`src/rtl/vidreg_pkg.sv`:
```
package vidreg_pkg;
  typedef enum logic [1:0] {
    VM_TEXT  = 2'd0,
    VM_GFX2  = 2'd1,
    VM_GFX4  = 2'd2,
    VM_GFX16 = 2'd3
  } vmode_e;

  localparam logic [7:0] IDX_MODE   = 8'h00;
  localparam logic [7:0] IDX_MASK   = 8'h01;
  localparam logic [7:0] IDX_BORDER = 8'h02;
  localparam logic [7:0] IDX_CTL2   = 8'h03;

  typedef struct packed {
    logic [7:0] mode_ctl;
    logic [7:0] mask;
    logic [7:0] border;
    logic [7:0] ctl2;
  } ctl_regs_t;
endpackage

```
`src/rtl/vidreg_port_dec.sv`:
```
module vidreg_port_dec #(
  parameter int AW = 16,
  parameter logic [AW-1:0] DATA_PORT = 16'h03DA,
  parameter logic [AW-1:0] CSEL_PORT = 16'h03D9,
  parameter int RETRACE_BIT = 3
) (
  input  logic          clk,
  input  logic          rst_n,
  input  logic [AW-1:0] addr,
  input  logic          wr,
  input  logic          rd,
  input  logic [7:0]    wdata,
  input  logic          vretrace,
  output logic [7:0]    rdata,
  output logic [7:0]    idx_q,
  output logic          reg_we,
  output logic          csel_we
);
  logic data_phase;
  logic hit_data, rd_hit, wr_hit;

  assign hit_data = (addr == DATA_PORT);
  assign rd_hit   = rd && hit_data;
  // a read on the shared port overrides a write in the same cycle
  assign wr_hit   = wr && hit_data && !rd_hit;
  assign reg_we   = wr_hit && data_phase;
  assign csel_we  = wr && (addr == CSEL_PORT);

  always_ff @(posedge clk or negedge rst_n) begin
    if (!rst_n) begin
      data_phase <= 1'b0;
      idx_q      <= 8'h00;
    end else if (rd_hit) begin
      data_phase <= 1'b0;
    end else if (wr_hit) begin
      if (!data_phase) idx_q <= wdata;
      data_phase <= ~data_phase;
    end
  end

  always_comb begin
    rdata = 8'h00;
    if (rd_hit) rdata[RETRACE_BIT] = vretrace;
  end
endmodule

```
`src/rtl/vidreg_store.sv`:
```
module vidreg_store
  import vidreg_pkg::*;
#(
  parameter int PAL_N    = 16,
  parameter int PAL_W    = 4,
  parameter int PAL_BASE = 16,
  localparam int PIW     = $clog2(PAL_N)
) (
  input  logic             clk,
  input  logic             rst_n,
  input  logic             reg_we,
  input  logic [7:0]       idx,
  input  logic [7:0]       wdata,
  input  logic             csel_we,
  input  logic [PIW-1:0]   pal_rd_idx,
  output ctl_regs_t        regs,
  output logic [7:0]       color_sel,
  output logic [PAL_W-1:0] pal_rd_data
);
  localparam logic [8:0] PAL_LO = 9'(PAL_BASE);
  localparam logic [8:0] PAL_HI = 9'(PAL_BASE + PAL_N);

  logic             pal_sel;
  logic [PIW-1:0]   pal_slot;
  logic [PAL_W-1:0] pal_q [PAL_N];

  assign pal_sel  = reg_we && ({1'b0, idx} >= PAL_LO) && ({1'b0, idx} < PAL_HI);
  assign pal_slot = PIW'(idx - PAL_LO[7:0]);

  always_ff @(posedge clk or negedge rst_n) begin
    if (!rst_n) begin
      regs <= '0;
    end else if (reg_we) begin
      case (idx)
        IDX_MODE:   regs.mode_ctl <= wdata;
        IDX_MASK:   regs.mask     <= wdata;
        IDX_BORDER: regs.border   <= wdata;
        IDX_CTL2:   regs.ctl2     <= wdata;
        default: ;
      endcase
    end
  end

  always_ff @(posedge clk or negedge rst_n) begin
    if (!rst_n)       color_sel <= 8'h00;
    else if (csel_we) color_sel <= wdata;
  end

  for (genvar i = 0; i < PAL_N; i++) begin : g_pal
    always_ff @(posedge clk or negedge rst_n) begin
      if (!rst_n)
        pal_q[i] <= '0;
      else if (pal_sel && (pal_slot == PIW'(i)))
        pal_q[i] <= wdata[PAL_W-1:0];
    end
  end

  assign pal_rd_data = pal_q[pal_rd_idx];
endmodule

```
`src/rtl/vidreg_mode_dec.sv`:
```
module vidreg_mode_dec
  import vidreg_pkg::*;
(
  input  logic   gfx,
  input  logic   c16,
  input  logic   blink_bit,
  input  logic   c2,
  output vmode_e mode,
  output logic   dbl_width,
  output logic   blink_en
);
  always_comb begin
    if (!gfx)     mode = VM_TEXT;
    else if (c16) mode = VM_GFX16;
    else if (c2)  mode = VM_GFX2;
    else          mode = VM_GFX4;
  end

  assign dbl_width = gfx && !c2;
  assign blink_en  = blink_bit;
endmodule

```
`src/rtl/vidreg_file.sv`:
```
module vidreg_file
  import vidreg_pkg::*;
#(
  parameter int AW = 16,
  parameter logic [AW-1:0] DATA_PORT = 16'h03DA,
  parameter logic [AW-1:0] CSEL_PORT = 16'h03D9,
  parameter int RETRACE_BIT = 3,
  parameter int PAL_N    = 16,
  parameter int PAL_W    = 4,
  parameter int PAL_BASE = 16,
  parameter int GFX_BIT   = 1,
  parameter int C16_BIT   = 4,
  parameter int BLINK_BIT = 5,
  parameter int C2_BIT    = 3,
  localparam int PIW = $clog2(PAL_N)
) (
  input  logic             clk,
  input  logic             rst_n,
  input  logic [AW-1:0]    bus_addr,
  input  logic             bus_wr,
  input  logic             bus_rd,
  input  logic [7:0]       bus_wdata,
  output logic [7:0]       bus_rdata,
  input  logic             vretrace_in,
  input  logic [PIW-1:0]   pal_rd_idx,
  output logic [PAL_W-1:0] pal_rd_data,
  output logic [7:0]       mode_ctl_o,
  output logic [7:0]       pal_mask_o,
  output logic [7:0]       border_o,
  output logic [7:0]       ctl2_o,
  output logic [7:0]       color_sel_o,
  output logic [1:0]       disp_mode,
  output logic             dbl_width,
  output logic             blink_en
);
  logic [7:0] idx_q;
  logic       reg_we, csel_we;
  ctl_regs_t  regs;
  vmode_e     mode;

  vidreg_port_dec #(
    .AW(AW), .DATA_PORT(DATA_PORT), .CSEL_PORT(CSEL_PORT), .RETRACE_BIT(RETRACE_BIT)
  ) u_dec (
    .clk(clk), .rst_n(rst_n), .addr(bus_addr), .wr(bus_wr), .rd(bus_rd),
    .wdata(bus_wdata), .vretrace(vretrace_in), .rdata(bus_rdata),
    .idx_q(idx_q), .reg_we(reg_we), .csel_we(csel_we)
  );

  vidreg_store #(
    .PAL_N(PAL_N), .PAL_W(PAL_W), .PAL_BASE(PAL_BASE)
  ) u_store (
    .clk(clk), .rst_n(rst_n), .reg_we(reg_we), .idx(idx_q), .wdata(bus_wdata),
    .csel_we(csel_we), .pal_rd_idx(pal_rd_idx), .regs(regs),
    .color_sel(color_sel_o), .pal_rd_data(pal_rd_data)
  );

  vidreg_mode_dec u_mode (
    .gfx(regs.mode_ctl[GFX_BIT]), .c16(regs.mode_ctl[C16_BIT]),
    .blink_bit(regs.mode_ctl[BLINK_BIT]), .c2(regs.ctl2[C2_BIT]),
    .mode(mode), .dbl_width(dbl_width), .blink_en(blink_en)
  );

  assign disp_mode  = mode;
  assign mode_ctl_o = regs.mode_ctl;
  assign pal_mask_o = regs.mask;
  assign border_o   = regs.border;
  assign ctl2_o     = regs.ctl2;
endmodule

```
`config.mk`:
```
export PLATFORM = sky130hd
export DESIGN_NAME = vidreg_file
export DESIGN_NICKNAME = d
export VERILOG_FILES = /design/src/rtl/vidreg_pkg.sv /design/src/rtl/vidreg_port_dec.sv /design/src/rtl/vidreg_store.sv /design/src/rtl/vidreg_mode_dec.sv /design/src/rtl/vidreg_file.sv
export SDC_FILE = /design/constraint.sdc
export NUM_CORES = 1
export LEC_CHECK = 0
export BUFFER_PORTS_ARGS = -buffer_cell sky130_fd_sc_hd__buf_2
export CAP_MARGIN = 10
export CORE_UTILIZATION = 51
export DETAILED_ROUTE_END_ITERATION = 8
export GPL_TIMING_DRIVEN = 0
export MAX_ROUTING_LAYER = met4
export PLACE_DENSITY_LB_ADDON = 0.15
export SLEW_MARGIN = 20
export SYNTH_ARGS = -nofsm -noshare
export SYNTH_HDL_FRONTEND = slang
export SYNTH_HIERARCHICAL = 1
export SYNTH_SLANG_ARGS = --single-unit
```
`constraint.sdc`:
```
create_clock -name clk -period 1.8 [get_ports clk]
set_input_delay 0 -clock clk [delete_from_list [all_inputs] [get_ports clk]]
set_output_delay 0 -clock clk [all_outputs]
set_load 0.02 [all_outputs]
```
==> impl_results.html, run 1 <==
<table>
<tr><th>Metric</th><th>Value</th></tr>
<tr><th colspan="2">Clocking</th></tr>
<tr><td>Clk pin slew, worst setup/hold paths</td><td>0.06 ns</td></tr>
<tr><td>Clock tree from TritonCTS</td><td>built</td></tr>
<tr><td>Depth of the CTS H-tree</td><td>4</td></tr>
<tr><td>Clock latency reported for the late side of the worst-skew pair</td><td>0.51 ns</td></tr>
<tr><td>Num CTS Buffers</td><td>17</td></tr>
<tr><td>Sinks on Clock Net</td><td>113</td></tr>
<tr><td>Max Buffers Root-to-Sink</td><td>2</td></tr>
<tr><td>Buffer cell driving the clock tree root</td><td>sky130_fd_sc_hd__clkbuf_8</td></tr>
<tr><th colspan="2">Worst setup path</th></tr>
<tr><td>Worst setup path start</td><td>u_dec/data_phase$_DFFE_PN0P_</td></tr>
<tr><td>Worst R2R Path Depth</td><td>6</td></tr>
<tr><td>Biggest fanout along the worst timing path</td><td>8</td></tr>
<tr><td>End of the worst register-to-register path</td><td>u_store/pal_q[29]$_DFFE_PN0P_</td></tr>
<tr><td>Setup slack of the worst register-to-register path</td><td>-0.23 ns</td></tr>
<tr><td>Source of the worst register-to-register timing path</td><td>u_dec/data_phase$_DFFE_PN0P_</td></tr>
<tr><td>Worst path required time</td><td>2.19 ns</td></tr>
<tr><td>Type of the worst setup path</td><td>flip-flop to flip-flop</td></tr>
<tr><td>Critical path's slowest cell</td><td>sky130_fd_sc_hd__or4b_4</td></tr>
<tr><td>Maximum cell stage delay along the critical path</td><td>0.48 ns</td></tr>
<tr><td>Critical path startpoint category</td><td>flip-flop</td></tr>
<tr><td>WP data arrival</td><td>2.42 ns</td></tr>
<tr><td>List of cells traversed by the critical path</td><td>and4b_1 -&gt; or4b_4 -&gt; buf_12 -&gt; nor4_4 -&gt; buf_4 -&gt; mux2_4</td></tr>
<tr><td>Capture point of the critical path</td><td>u_store/pal_q[29]$_DFFE_PN0P_</td></tr>
<tr><td>Category of the worst setup path capture point</td><td>flip-flop</td></tr>
<tr><th colspan="2">STA</th></tr>
<tr><td>Total negative slack for setup checks</td><td>-6.47 ns</td></tr>
<tr><td>Tcrit/Tclk final</td><td>113%</td></tr>
<tr><td>Number of pins with negative max-slew slack in the final report</td><td>0</td></tr>
<tr><td>Normalized max-slew margin</td><td>54.7%</td></tr>
<tr><td>Setup repair after global routing missed its margin</td><td>yes</td></tr>
<tr><td>Transition at the pin with the smallest max-transition slack</td><td>0.679 ns</td></tr>
<tr><td>Count of endpoints failing hold in the final timing report</td><td>0</td></tr>
<tr><td>Top achievable clock speed</td><td>492 MHz</td></tr>
<tr><td>Min Clock Period, post-route</td><td>2.03 ns</td></tr>
<tr><td>Worst-case clock skew</td><td>0.00912 ns</td></tr>
<tr><td>Slack of the critical path</td><td>-0.233 ns</td></tr>
<tr><td>Number of setup violations in the final report</td><td>58</td></tr>
<tr><th colspan="2">Drt</th></tr>
<tr><td>Vias per cell</td><td>5.48</td></tr>
<tr><td>Number of DRC violations after detailed routing</td><td>0</td></tr>
<tr><td>Detailed-router iteration count before antenna repair</td><td>4</td></tr>
<tr><td>Iteration-0 DRC Markers</td><td>121</td></tr>
<tr><td>Average detailed-routed wire length per instance</td><td>18.3 um</td></tr>
<tr><td>Total via count after detailed routing</td><td>3441</td></tr>
<tr><td>Total Wirelength</td><td>11500 um</td></tr>
<tr><td>Count of nets left with antenna violations after detail routing</td><td>0</td></tr>
<tr><th colspan="2">Synth</th></tr>
<tr><td>Flip-flop and latch count after synthesis</td><td>113</td></tr>
<tr><td>Sequential element share of the synthesized area</td><td>54.2%</td></tr>
<tr><td>Combined area of all synthesized cells</td><td>0.00522 mm2</td></tr>
<tr><td>Area share of fa/ha/maj cells after synthesis</td><td>0%</td></tr>
<tr><td>Synth Area in Simple Gates</td><td>10.6%</td></tr>
<tr><td>Yosys cell types</td><td>35</td></tr>
<tr><td>Mux cell area share after synthesis</td><td>31.3%</td></tr>
<tr><td>Post-Syn Area per Cell</td><td>15.2 um2</td></tr>
<tr><td>Synth Area in Compound Gates</td><td>0.935%</td></tr>
<tr><td>Synth Area in XOR/XNOR</td><td>0%</td></tr>
<tr><td>Mapped Cells</td><td>343</td></tr>
<tr><td>Synth warn</td><td>6</td></tr>
<tr><td>Dominant combinational cell family by area after synthesis</td><td>multiplexers</td></tr>
<tr><th colspan="2">Min path</th></tr>
<tr><td>Type of the most critical hold path</td><td>input pin to asynchronous set/reset pin</td></tr>
<tr><th colspan="2">Global routing</th></tr>
<tr><td>Maximum number of pins on one net before global-route repair</td><td>58</td></tr>
<tr><td>Number of global-route vias before repair</td><td>3536</td></tr>
<tr><td>Antenna violations before repair</td><td>0</td></tr>
<tr><td>GRT Total Usage</td><td>24.2%</td></tr>
<tr><td>Wire length of the first global-routing pass</td><td>18100 um</td></tr>
<tr><td>GRT Residual Overflow</td><td>0</td></tr>
<tr><th colspan="2">Floorplan</th></tr>
<tr><td>Die span in y</td><td>103 um</td></tr>
<tr><td>Die W</td><td>103 um</td></tr>
<tr><td>I/O pin count</td><td>89</td></tr>
<tr><td>Num rows</td><td>36</td></tr>
<tr><td>Core Region</td><td>0.00986 mm2</td></tr>
<tr><td>Starting density of the core</td><td>52.9%</td></tr>
<tr><td>Die area</td><td>0.0106 mm2</td></tr>
<tr><th colspan="2">Place</th></tr>
<tr><td>Routability Congestion</td><td>0.766</td></tr>
<tr><td>Number of buffers inserted by port buffering</td><td>79</td></tr>
<tr><td>Minimum setup slack after placement</td><td>-0.679 ns</td></tr>
<tr><td>Hpwl dp</td><td>7350 um</td></tr>
<tr><th colspan="2">Finish</th></tr>
<tr><td>Ratio of cells with drive above 1 in the final layout</td><td>59.8%</td></tr>
<tr><td>Layout fillers</td><td>661</td></tr>
<tr><td>Most common cell after layout, fill and taps aside</td><td>sky130_fd_sc_hd__dfrtp_1</td></tr>
<tr><td>Most frequent cells in the layout</td><td>sky130_fd_sc_hd__dfrtp_1, sky130_fd_sc_hd__buf_2, sky130_fd_sc_hd__mux2_2, sky130_fd_sc_hd__mux2_4, sky130_fd_sc_hd__buf_4</td></tr>
<tr><td>Antenna diode instance count</td><td>0</td></tr>
<tr><td>Synthesis-to-layout area growth</td><td>34.8%</td></tr>
<tr><td>Final design utilization</td><td>71.3%</td></tr>
<tr><td>Number of nets in the finished design</td><td>515</td></tr>
<tr><th colspan="2">Run status</th></tr>
<tr><td>Violations in the final reports</td><td>negative setup slack</td></tr>
<tr><td>Outcome</td><td>finished with violations</td></tr>
<tr><th colspan="2">Power and ir drop</th></tr>
<tr><td>Total leakage power</td><td>3.65 nW</td></tr>
<tr><td>Power per unit of standard cell area</td><td>880 mW/mm2</td></tr>
<tr><td>Worst-case vdd ir drop</td><td>0.563 mV</td></tr>
<tr><th colspan="2">Flow run</th></tr>
<tr><td>Max Cap Viol</td><td>0</td></tr>
</table>
## synth_stat cells (all sizes together)
library cell / number / share of area (%)
conb: 1 / 0.072
nor3: 2 / 0.19
a22oi: 4 / 0.58
and3: 1 / 0.12
nor2: 5 / 0.36
and4b: 2 / 0.38
inv: 2 / 0.14
nor3b: 1 / 0.14
or4b: 1 / 0.26
clkbuf: 7 / 0.50
o21a: 1 / 0.14
a21boi: 1 / 0.22
nand2b: 2 / 0.24
mux4: 16 / 6.9
dfrtp: 113 / 54
nand2: 9 / 0.65
or2b: 1 / 0.14
and4bb: 1 / 0.24
nor4bb: 1 / 0.19
mux2: 112 / 24
mux2i: 1 / 0.19
nor4b: 3 / 0.62
and4: 1 / 0.17
or2: 1 / 0.12
and2: 1 / 0.12
nor4: 8 / 3.3
nand3: 12 / 1.5
buf: 18 / 2.3
nand4: 9 / 1.1
nor2b: 6 / 0.72
## power by group
part | internal [mW] | leakage [nW] | switching (mW)
logic | 0.125 | 1.79 | 0.172
registers | 2.55 | 1.58 | 0.00709
clock network | 2.12 | 0.289 | 1.21
total | 4.80 | 3.65 | 1.39
## routing by layer
metal	up-vias	GRT usage, %	wire length, um
met4	0	7.04	115
met2	94	38.9	5830
met5	-	-	0
li1	1550	-	-
met3	11	5.69	472
met1	1786	30.8	5050
## registers in the layout, indices dropped and copies added (netlist names)
name               count
u_dec/data_phase       1
u_dec/idx_q            8
u_store/color_sel      8
u_store/pal_q         64
u_store/regs          32
## metrics by stage
step	cell area [um2]	total power [mW]	hold slack [ns]	instances
after floorplan	5280	2.71	-0.296	349
after global placement	5840	2.83	0.275	561
after detailed placement	5880	2.85	0.00589	562
after CTS	6850	6.24	0.0282	618
after global routing	7030	6.38	0.0870	628
final	7030	6.19	0.0192	628
## how the worst min path moves through the flow
stage,slack (ns),startpoint,endpoint,cells after the start
after floorplan,-0.30,rst_n,u_dec/data_phase$_DFFE_PN0P_,0
after detailed placement,0.006,rst_n,u_store/pal_q[58]$_DFFE_PN0P_,1
after global routing,0.09,rst_n,u_store/pal_q[62]$_DFFE_PN0P_,2
final,0.02,rst_n,u_store/pal_q[62]$_DFFE_PN0P_,2
after global placement,0.28,bus_wdata[1],u_dec/idx_q[1]$_DFFE_PN0P_,2
after CTS,0.03,rst_n,u_store/pal_q[63]$_DFFE_PN0P_,2
## critical path: cells and delay by family, from the launching register on
kind / cells / cell delay, ns
DFF: 1 / 0.35
and+or+nand+nor: 3 / 0.92
muxes: 1 / 0.29
buffers and inverters: 2 / 0.34
## final cells by class
| type | count | area [um2] | share of cell area, % |
|---|---|---|---|
| Clock buffer | 17 | 414 | 5.89 |
| Tap cell | 133 | 166 | 2.37 |
| Sequential cell | 113 | 2830 | 40.2 |
| Multi-Input combinational cell | 209 | 2490 | 35.5 |
| Clock inverter | 15 | 185 | 2.63 |
| Inverter | 2 | 7.51 | 0.107 |
| Timing Repair Buffer | 114 | 774 | 11.0 |
| Buffer | 25 | 163 | 2.31 |
## timing repair
action                                 4_1_cts  5_1_grt
setup buffers                               12        9
resized for setup                           42       25
setup endpoints to repair                   92      100
hold buffers                                12        0
endpoints found under the hold margin      146        0
cloned                                       0        1
pin swaps                                   12        9
## logic make-up (layout without fill, tap and decap cells)
family	after synthesis	count (layout)
buf+inv	27	173
compound gates	6	6
flops	113	113
other cells	1	7
mux	129	129
simple gates	67	67
(Power assumes the default switching activity.)
==> run 2: changes to the inputs <==
- HOLD_SLACK_MARGIN: unset -> 0.08
==> impl_results.html, run 2 (synthesis gave the netlist of run 1 again) <==
<table>
<tr><th>Metric</th><th>Value</th></tr>
<tr><th colspan="2">STA</th></tr>
<tr><td>Slack of the critical path</td><td>-0.236 ns (was -0.233 ns)</td></tr>
<tr><td>Top achievable clock speed</td><td>491 MHz (was 492 MHz)</td></tr>
<tr><td>Number of setup violations in the final report</td><td>59 (was 58)</td></tr>
<tr><td>Count of endpoints failing hold in the final timing report</td><td>0 (unchanged)</td></tr>
<tr><td>Setup repair after global routing missed its margin</td><td>yes (unchanged)</td></tr>
<tr><td>Worst-case clock skew</td><td>0.00912 ns (about the same)</td></tr>
<tr><td>Normalized max-slew margin</td><td>54.2% (was 54.7%)</td></tr>
<tr><td>Tcrit/Tclk final</td><td>113% (about the same)</td></tr>
<tr><td>Min Clock Period, post-route</td><td>2.04 ns (was 2.03 ns)</td></tr>
<tr><td>Number of pins with negative max-slew slack in the final report</td><td>0 (unchanged)</td></tr>
<tr><td>Hold WS</td><td>0.125 ns (was 0.0192 ns)</td></tr>
<tr><td>Transition at the pin with the smallest max-transition slack</td><td>0.687 ns (was 0.679 ns)</td></tr>
<tr><th colspan="2">Run status</th></tr>
<tr><td>Outcome</td><td>finished with violations (unchanged)</td></tr>
<tr><td>Violations in the final reports</td><td>negative setup slack (unchanged)</td></tr>
<tr><th colspan="2">Place</th></tr>
<tr><td>Hpwl dp</td><td>7350 um (unchanged)</td></tr>
<tr><td>Number of buffers inserted by port buffering</td><td>79 (unchanged)</td></tr>
<tr><td>Routability Congestion</td><td>0.766 (unchanged)</td></tr>
<tr><th colspan="2">Worst setup path</th></tr>
<tr><td>CP Buf/Inv Count</td><td>2 (unchanged)</td></tr>
<tr><td>Critical path's slowest cell</td><td>sky130_fd_sc_hd__or4b_4 (unchanged)</td></tr>
<tr><td>Total number of cells along the worst setup path</td><td>6 (unchanged)</td></tr>
<tr><td>Worst path top cell family by delay</td><td>simple AND/OR/NAND/NOR gates (unchanged)</td></tr>
<tr><td>Critical path startpoint category</td><td>flip-flop (unchanged)</td></tr>
<tr><td>Biggest fanout along the worst timing path</td><td>8 (unchanged)</td></tr>
<tr><td>Worst path required time</td><td>2.19 ns (about the same)</td></tr>
<tr><td>WP data arrival</td><td>2.42 ns (about the same)</td></tr>
<tr><td>Category of the worst setup path capture point</td><td>flip-flop (unchanged)</td></tr>
<tr><td>Worst R2R Path Depth</td><td>6 (unchanged)</td></tr>
<tr><td>Type of the worst setup path</td><td>flip-flop to flip-flop (unchanged)</td></tr>
<tr><td>List of cells traversed by the critical path</td><td>and4b_1 -&gt; or4b_4 -&gt; buf_12 -&gt; nor4_4 -&gt; buf_4 -&gt; mux2_4 (unchanged)</td></tr>
<tr><td>Maximum cell stage delay along the critical path</td><td>0.48 ns (about the same)</td></tr>
<tr><th colspan="2">Drt</th></tr>
<tr><td>Total Wirelength</td><td>11500 um (about the same)</td></tr>
<tr><td>Number of DRC violations after detailed routing</td><td>0 (unchanged)</td></tr>
<tr><td>Vias per cell</td><td>5.48 (about the same)</td></tr>
<tr><td>Iteration-0 DRC Markers</td><td>127 (was 121)</td></tr>
<tr><td>Detailed-router iteration count before antenna repair</td><td>4 (unchanged)</td></tr>
<tr><td>Total via count after detailed routing</td><td>3444 (was 3441)</td></tr>
<tr><td>Count of nets left with antenna violations after detail routing</td><td>0 (unchanged)</td></tr>
<tr><td>Average detailed-routed wire length per instance</td><td>18.3 um (about the same)</td></tr>
<tr><th colspan="2">Clocking</th></tr>
<tr><td>Clock tree from TritonCTS</td><td>built (unchanged)</td></tr>
<tr><td>Depth of the CTS H-tree</td><td>4 (unchanged)</td></tr>
<tr><td>Num CTS Buffers</td><td>17 (unchanged)</td></tr>
<tr><td>Sinks on Clock Net</td><td>113 (unchanged)</td></tr>
<tr><td>Clock latency reported for the late side of the worst-skew pair</td><td>0.51 ns (about the same)</td></tr>
<tr><td>Buffer cell driving the clock tree root</td><td>sky130_fd_sc_hd__clkbuf_8 (unchanged)</td></tr>
<tr><td>Max Buffers Root-to-Sink</td><td>2 (unchanged)</td></tr>
<tr><td>Clk pin slew, worst setup/hold paths</td><td>0.06 ns (about the same)</td></tr>
<tr><th colspan="2">Finish</th></tr>
<tr><td>Synthesis-to-layout area growth</td><td>35.0% (was 34.8%)</td></tr>
<tr><td>Number of nets in the finished design</td><td>516 (was 515)</td></tr>
<tr><td>Antenna diode instance count</td><td>0 (unchanged)</td></tr>
<tr><td>Most frequent cells in the layout</td><td>sky130_fd_sc_hd__dfrtp_1, sky130_fd_sc_hd__buf_2, sky130_fd_sc_hd__mux2_2, sky130_fd_sc_hd__mux2_4, sky130_fd_sc_hd__buf_4 (unchanged)</td></tr>
<tr><td>Ratio of cells with drive above 1 in the final layout</td><td>59.7% (was 59.8%)</td></tr>
<tr><td>Layout fillers</td><td>660 (was 661)</td></tr>
<tr><td>Max FFs per register</td><td>64 (unchanged)</td></tr>
<tr><td>Final design utilization</td><td>71.4% (was 71.3%)</td></tr>
<tr><td>Most common cell after layout, fill and taps aside</td><td>sky130_fd_sc_hd__dfrtp_1 (unchanged)</td></tr>
<tr><td>Largest registers ranked by flip-flop count</td><td>u_store/pal_q x64, u_store/regs x32 (unchanged)</td></tr>
<tr><td>Reg with most FFs</td><td>u_store/pal_q (unchanged)</td></tr>
<tr><th colspan="2">Global routing</th></tr>
<tr><td>Maximum number of pins on one net before global-route repair</td><td>58 (unchanged)</td></tr>
<tr><td>Number of global-route vias before repair</td><td>3536 (unchanged)</td></tr>
<tr><td>Wire length of the first global-routing pass</td><td>18100 um (unchanged)</td></tr>
<tr><td>GRT Residual Overflow</td><td>0 (unchanged)</td></tr>
<tr><td>GRT Total Usage</td><td>24.2% (unchanged)</td></tr>
<tr><td>Antenna violations before repair</td><td>0 (unchanged)</td></tr>
<tr><th colspan="2">Min path</th></tr>
<tr><td>Hold depth</td><td>4</td></tr>
<tr><td>Type of the most critical hold path</td><td>input pin to flip-flop (was input pin to asynchronous set/reset pin)</td></tr>
<tr><th colspan="2">Floorplan</th></tr>
<tr><td>Die W</td><td>103 um (unchanged)</td></tr>
<tr><td>Die span in y</td><td>103 um (unchanged)</td></tr>
<tr><td>Core Region</td><td>0.00986 mm2 (unchanged)</td></tr>
<tr><td>Starting density of the core</td><td>52.9% (unchanged)</td></tr>
<tr><td>Die area</td><td>0.0106 mm2 (unchanged)</td></tr>
<tr><td>I/O pin count</td><td>89 (unchanged)</td></tr>
<tr><td>Num rows</td><td>36 (unchanged)</td></tr>
<tr><th colspan="2">Power and ir drop</th></tr>
<tr><td>Total chip power</td><td>6.18 mW (was 6.19 mW)</td></tr>
<tr><td>Power per unit of standard cell area</td><td>878 mW/mm2 (was 880 mW/mm2)</td></tr>
<tr><td>Total leakage power</td><td>3.66 nW (was 3.65 nW)</td></tr>
<tr><td>Worst-case vdd ir drop</td><td>0.563 mV (about the same)</td></tr>
<tr><th colspan="2">Flow run</th></tr>
<tr><td>Max Cap Viol</td><td>0 (unchanged)</td></tr>
</table>
==> run 2: cell types whose count changed in the layout (fill, tap and decap cells not counted), sizes merged <==
cell,change
dlygate4sd3,+1
==> run 2: final cells by class <==
class / count / area, um2 / area share (%)
plain buffers: 25 / 163 / 2.31
clock buffers: 17 / 414 / 5.88
clock inverters: 15 / 185 / 2.63
inverters: 2 / 7.51 / 0.107
multi-input cells: 209 / 2490 / 35.4
flip-flops and latches: 113 / 2830 / 40.2
well taps: 133 / 166 / 2.36
repair buffers: 115 / 785 / 11.1
==> run 2: metrics by stage <==
stage               instance area [um2]  setup WS [ns]  std cells  setup TNS, ns
global placement                   5840         -0.640        561        -105.97
detailed placement                 5880         -0.679        562         -49.76
global route                       7040         -0.278        629         -12.89
finish                             7040         -0.236        629          -6.50
floorplan                          5280         -0.318        349          -9.01
CTS                                6860         -0.264        619         -10.77
==> run 2: worst reg2reg max path: stages, from the launching register on <==
cell and delay (ns):
sky130_fd_sc_hd__dfrtp_1 0.35, sky130_fd_sc_hd__and4b_1 0.21, sky130_fd_sc_hd__or4b_4 0.48, sky130_fd_sc_hd__buf_12 0.17, sky130_fd_sc_hd__nor4_4 0.23, sky130_fd_sc_hd__buf_4 0.18
sky130_fd_sc_hd__mux2_4 0.29
==> run 2: final timing paths <==
kind | slack [ns] | startpoint | to
max in group asynchronous | 0.59 | rst_n | u_store/pal_q[22]$_DFFE_PN0P_
worst min register to register | 0.48 | u_dec/idx_q[4]$_DFFE_PN0P_ | u_dec/idx_q[4]$_DFFE_PN0P_
worst max-delay path | -0.24 | u_dec/data_phase$_DFFE_PN0P_ | u_store/pal_q[28]$_DFFE_PN0P_
worst min-delay path | 0.13 | bus_addr[1] | u_dec/idx_q[7]$_DFFE_PN0P_
worst max register to register | -0.24 | u_dec/data_phase$_DFFE_PN0P_ | u_store/pal_q[28]$_DFFE_PN0P_
min in group asynchronous | 0.55 | rst_n | u_store/pal_q[62]$_DFFE_PN0P_
==> run 2: per-layer routing <==
layer	vias to the layer above	track usage [%]	share of wire (%)
met4	0	7.04	0.99
met5	-	-	0
li1	1557	-	-
met1	1778	30.8	44
met3	11	5.69	4.0
met2	98	38.9	51
==> run 2: repair_timing <==
action,in CTS,in global routing
gates resized for setup,42,25
hold buffers,13,0
setup endpoints to repair,92,100
cloned,0,1
hold endpoints to repair,185,0
pin swaps,12,9
setup buffers,12,9
==> run 2: power breakdown <==
part / leakage, nW / internal, mW / switching (mW)
Combinational: 1.79 / 0.126 / 0.173
Sequential: 1.58 / 2.55 / 0.00709
Clock: 0.289 / 2.12 / 1.20
Total: 3.66 / 4.80 / 1.38
==> run 3: changes to the inputs <==
- BUFFER_PORTS_ARGS: -buffer_cell sky130_fd_sc_hd__buf_2 -> -buffer_cell sky130_fd_sc_hd__buf_4
==> impl_results.html, run 3 (synthesis gave the netlist of run 1 again) <==
<table>
<tr><th>Metric</th><th>Value</th></tr>
<tr><th colspan="2">Run status</th></tr>
<tr><td>Outcome</td><td>finished with violations (unchanged)</td></tr>
<tr><td>Violations in the final reports</td><td>negative setup slack (unchanged)</td></tr>
<tr><th colspan="2">Power and ir drop</th></tr>
<tr><td>Total leakage power</td><td>3.67 nW (was 3.66 nW)</td></tr>
<tr><td>Fraction of power consumed by combinational cells</td><td>5.3% (was 4.8%)</td></tr>
<tr><td>Net switching power</td><td>1.32 mW (was 1.38 mW)</td></tr>
<tr><td>Share of power burned in the clock network</td><td>54.2% (was 53.8%)</td></tr>
<tr><td>Internal cell power</td><td>5.00 mW (was 4.80 mW)</td></tr>
<tr><td>Power per unit of standard cell area</td><td>873 mW/mm2 (was 878 mW/mm2)</td></tr>
<tr><td>Fraction of power spent switching nets</td><td>20.9% (was 22.4%)</td></tr>
<tr><td>Part of the total power dissipated in sequential elements</td><td>40.5% (was 41.4%)</td></tr>
<tr><td>Total chip power</td><td>6.33 mW (was 6.18 mW)</td></tr>
<tr><td>Worst-case vdd ir drop</td><td>0.856 mV (was 0.563 mV)</td></tr>
<tr><th colspan="2">STA</th></tr>
<tr><td>Tcrit/Tclk final</td><td>114% (was 113%)</td></tr>
<tr><td>Normalized max-slew margin</td><td>42.2% (was 54.2%)</td></tr>
<tr><td>Transition at the pin with the smallest max-transition slack</td><td>0.867 ns (was 0.687 ns)</td></tr>
<tr><td>Slack of the critical path</td><td>-0.253 ns (was -0.236 ns)</td></tr>
<tr><td>Count of endpoints failing hold in the final timing report</td><td>0 (unchanged)</td></tr>
<tr><td>Min Clock Period, post-route</td><td>2.05 ns (was 2.04 ns)</td></tr>
<tr><td>Number of setup violations in the final report</td><td>58 (was 59)</td></tr>
<tr><td>Worst-case clock skew</td><td>0.0111 ns (was 0.00912 ns)</td></tr>
<tr><td>Setup repair after global routing missed its margin</td><td>yes (unchanged)</td></tr>
<tr><td>Number of pins with negative max-slew slack in the final report</td><td>0 (unchanged)</td></tr>
<tr><td>Top achievable clock speed</td><td>487 MHz (was 491 MHz)</td></tr>
<tr><th colspan="2">Floorplan</th></tr>
<tr><td>Die W</td><td>103 um (unchanged)</td></tr>
<tr><td>Die area</td><td>0.0106 mm2 (unchanged)</td></tr>
<tr><td>Die span in y</td><td>103 um (unchanged)</td></tr>
<tr><td>Num rows</td><td>36 (unchanged)</td></tr>
<tr><td>Core Region</td><td>0.00986 mm2 (unchanged)</td></tr>
<tr><td>Starting density of the core</td><td>52.9% (unchanged)</td></tr>
<tr><td>I/O pin count</td><td>89 (unchanged)</td></tr>
<tr><th colspan="2">Place</th></tr>
<tr><td>Routability Congestion</td><td>0.753 (was 0.766)</td></tr>
<tr><td>Hpwl dp</td><td>7340 um (was 7350 um)</td></tr>
<tr><td>Number of buffers inserted by port buffering</td><td>79 (unchanged)</td></tr>
<tr><td>Placed Cells incl. Taps</td><td>561 (was 562)</td></tr>
<tr><th colspan="2">Worst setup path</th></tr>
<tr><td>Type of the worst setup path</td><td>flip-flop to flip-flop (unchanged)</td></tr>
<tr><td>Biggest fanout along the worst timing path</td><td>8 (unchanged)</td></tr>
<tr><td>Critical path startpoint category</td><td>flip-flop (unchanged)</td></tr>
<tr><td>Worst R2R Path Depth</td><td>6 (unchanged)</td></tr>
<tr><td>Source of the worst register-to-register timing path</td><td>u_dec/data_phase$_DFFE_PN0P_ (unchanged)</td></tr>
<tr><td>Worst setup path start</td><td>u_dec/data_phase$_DFFE_PN0P_ (unchanged)</td></tr>
<tr><td>Category of the worst setup path capture point</td><td>flip-flop (unchanged)</td></tr>
<tr><td>Setup slack of the worst register-to-register path</td><td>-0.25 ns (was -0.24 ns)</td></tr>
<tr><td>WP data arrival</td><td>2.45 ns (was 2.42 ns)</td></tr>
<tr><td>Worst path required time</td><td>2.20 ns (was 2.19 ns)</td></tr>
<tr><th colspan="2">Finish</th></tr>
<tr><td>Synthesis-to-layout area growth</td><td>38.9% (was 35.0%)</td></tr>
<tr><td>Max FFs per register</td><td>64 (unchanged)</td></tr>
<tr><td>Most frequent cells in the layout</td><td>sky130_fd_sc_hd__dfrtp_1, sky130_fd_sc_hd__buf_4, sky130_fd_sc_hd__mux2_2, sky130_fd_sc_hd__mux2_4, sky130_fd_sc_hd__buf_6 (was sky130_fd_sc_hd__dfrtp_1, sky130_fd_sc_hd__buf_2, sky130_fd_sc_hd__mux2_2, sky130_fd_sc_hd__mux2_4, sky130_fd_sc_hd__buf_4)</td></tr>
<tr><td>Filler-free cell count of the finished design</td><td>629 (unchanged)</td></tr>
<tr><td>Reg with most FFs</td><td>u_store/pal_q (unchanged)</td></tr>
<tr><td>Most common cell after layout, fill and taps aside</td><td>sky130_fd_sc_hd__dfrtp_1 (unchanged)</td></tr>
<tr><td>Layout fillers</td><td>599 (was 660)</td></tr>
<tr><td>Largest registers ranked by flip-flop count</td><td>u_store/pal_q x64, u_store/regs x32 (unchanged)</td></tr>
<tr><td>Antenna diode instance count</td><td>0 (unchanged)</td></tr>
<tr><td>Number of nets in the finished design</td><td>518 (was 516)</td></tr>
<tr><td>Ratio of cells with drive above 1 in the final layout</td><td>59.7% (unchanged)</td></tr>
<tr><th colspan="2">Drt</th></tr>
<tr><td>Vias per cell</td><td>5.45 (was 5.48)</td></tr>
<tr><td>Detailed-router iteration count before antenna repair</td><td>5 (was 4)</td></tr>
<tr><td>Average detailed-routed wire length per instance</td><td>19.0 um (was 18.3 um)</td></tr>
<tr><td>Count of nets left with antenna violations after detail routing</td><td>0 (unchanged)</td></tr>
<tr><td>Iteration-0 DRC Markers</td><td>135 (was 127)</td></tr>
<tr><td>Total via count after detailed routing</td><td>3429 (was 3444)</td></tr>
<tr><td>Number of DRC violations after detailed routing</td><td>0 (unchanged)</td></tr>
<tr><td>Total Wirelength</td><td>12000 um (was 11500 um)</td></tr>
<tr><th colspan="2">Clocking</th></tr>
<tr><td>Depth of the CTS H-tree</td><td>4 (unchanged)</td></tr>
<tr><td>Num CTS Buffers</td><td>17 (unchanged)</td></tr>
<tr><td>Buffer cell driving the clock tree root</td><td>sky130_fd_sc_hd__clkbuf_8 (unchanged)</td></tr>
<tr><td>Sinks on Clock Net</td><td>113 (unchanged)</td></tr>
<tr><td>Max Buffers Root-to-Sink</td><td>2 (unchanged)</td></tr>
<tr><td>Clock latency reported for the late side of the worst-skew pair</td><td>0.52 ns (was 0.51 ns)</td></tr>
<tr><td>Clk pin slew, worst setup/hold paths</td><td>0.06 ns (about the same)</td></tr>
<tr><td>Clock tree from TritonCTS</td><td>built (unchanged)</td></tr>
<tr><th colspan="2">Global routing</th></tr>
<tr><td>Antenna violations before repair</td><td>0 (unchanged)</td></tr>
<tr><td>Wire length of the first global-routing pass</td><td>18600 um (was 18100 um)</td></tr>
<tr><td>Number of global-route vias before repair</td><td>3663 (was 3536)</td></tr>
<tr><td>GRT Total Usage</td><td>25.2% (was 24.2%)</td></tr>
<tr><td>Maximum number of pins on one net before global-route repair</td><td>114 (was 58)</td></tr>
<tr><td>GRT Residual Overflow</td><td>0 (unchanged)</td></tr>
<tr><th colspan="2">Min path</th></tr>
<tr><td>Hold depth</td><td>4 (unchanged)</td></tr>
<tr><td>Type of the most critical hold path</td><td>input pin to flip-flop (unchanged)</td></tr>
<tr><td>Min-delay src</td><td>bus_addr[1] (unchanged)</td></tr>
<tr><th colspan="2">Flow run</th></tr>
<tr><td>Max Cap Viol</td><td>0 (unchanged)</td></tr>
</table>
## run 3: changes by cell type in the layout (fill, tap and decap cells not counted), moves of 2 or more
cell / before / now
sky130_fd_sc_hd__clkinvlp_4: 2 / 4
sky130_fd_sc_hd__clkbuf_8: 1 / 4
sky130_fd_sc_hd__inv_6: 3 / 0
sky130_fd_sc_hd__buf_4: 21 / 94
sky130_fd_sc_hd__buf_2: 81 / 6
sky130_fd_sc_hd__buf_6: 16 / 21
sky130_fd_sc_hd__clkinv_4: 5 / 0
## run 3: final timing paths
path / endpoint
min: u_dec/idx_q[7]$_DFFE_PN0P_
max: u_store/pal_q[30]$_DFFE_PN0P_
max in group asynchronous: u_store/color_sel[2]$_DFFE_PN0P_
min reg2reg: u_dec/idx_q[4]$_DFFE_PN0P_
max reg2reg: u_store/pal_q[30]$_DFFE_PN0P_
min in group asynchronous: u_store/pal_q[58]$_DFFE_PN0P_
## run 3: what timing repair did
item | 4_1_cts | 5_1_grt
endpoints found under the hold margin | 186 | 0
pin swaps | 19 | 7
hold buffers | 12 | 0
gates cloned | 1 | 0
setup buffers | 21 | 4
resized for setup | 49 | 19
setup endpoints to repair | 97 | 100
## run 3: per-layer routing
layer	up-vias	wire length, um	global-route usage (%)
met4	0	131	8.99
met5	-	0	-
li1	1559	-	-
met3	12	520	7.39
met1	1762	5260	31.1
met2	96	6060	39.7
## run 3: through the flow
step	utilization, %	hold slack (ns)	area, um2	setup slack (ns)	setup TNS (ns)
3_3_place_gp	61.2	0.247	6040	-0.654	-47.41
6_report	73.5	0.107	7250	-0.253	-5.74
2_1_floorplan	-	-0.296	5280	-0.318	-9.01
4_1_cts	72.4	0.101	7140	-0.278	-8.42
5_1_grt	73.5	0.124	7250	-0.317	-11.49
3_5_place_dp	61.3	0.217	6040	-0.713	-51.81
## run 3: power by group through the flow
stage | registers, mW | clock network, mW | logic (mW)
floorplan | 2.61 | 0 | 0.102
global placement | 2.61 | 0 | 0.243
detailed placement | 2.61 | 0 | 0.251
CTS | 2.56 | 3.47 | 0.313
global route | 2.56 | 3.58 | 0.366
finish | 2.56 | 3.43 | 0.335
## run 3: critical path, cell delays in order, from the launching register on
cell and delay (ns):
sky130_fd_sc_hd__dfrtp_1 0.34, sky130_fd_sc_hd__and4b_1 0.21, sky130_fd_sc_hd__or4b_4 0.49, sky130_fd_sc_hd__buf_12 0.17
sky130_fd_sc_hd__nor4_4 0.24, sky130_fd_sc_hd__buf_4 0.18, sky130_fd_sc_hd__mux2_4 0.29
## run 3: cell type report
cell class | instances | area (um2) | share of cell area [%]
plain buffers | 25 | 163 | 2.24
clock buffers | 20 | 445 | 6.15
clock inverters | 10 | 160 | 2.21
inverters | 2 | 7.51 | 0.104
multi-input cells | 209 | 2490 | 34.3
flip-flops and latches | 113 | 2830 | 39.0
well taps | 133 | 166 | 2.30
repair buffers | 117 | 990 | 13.7
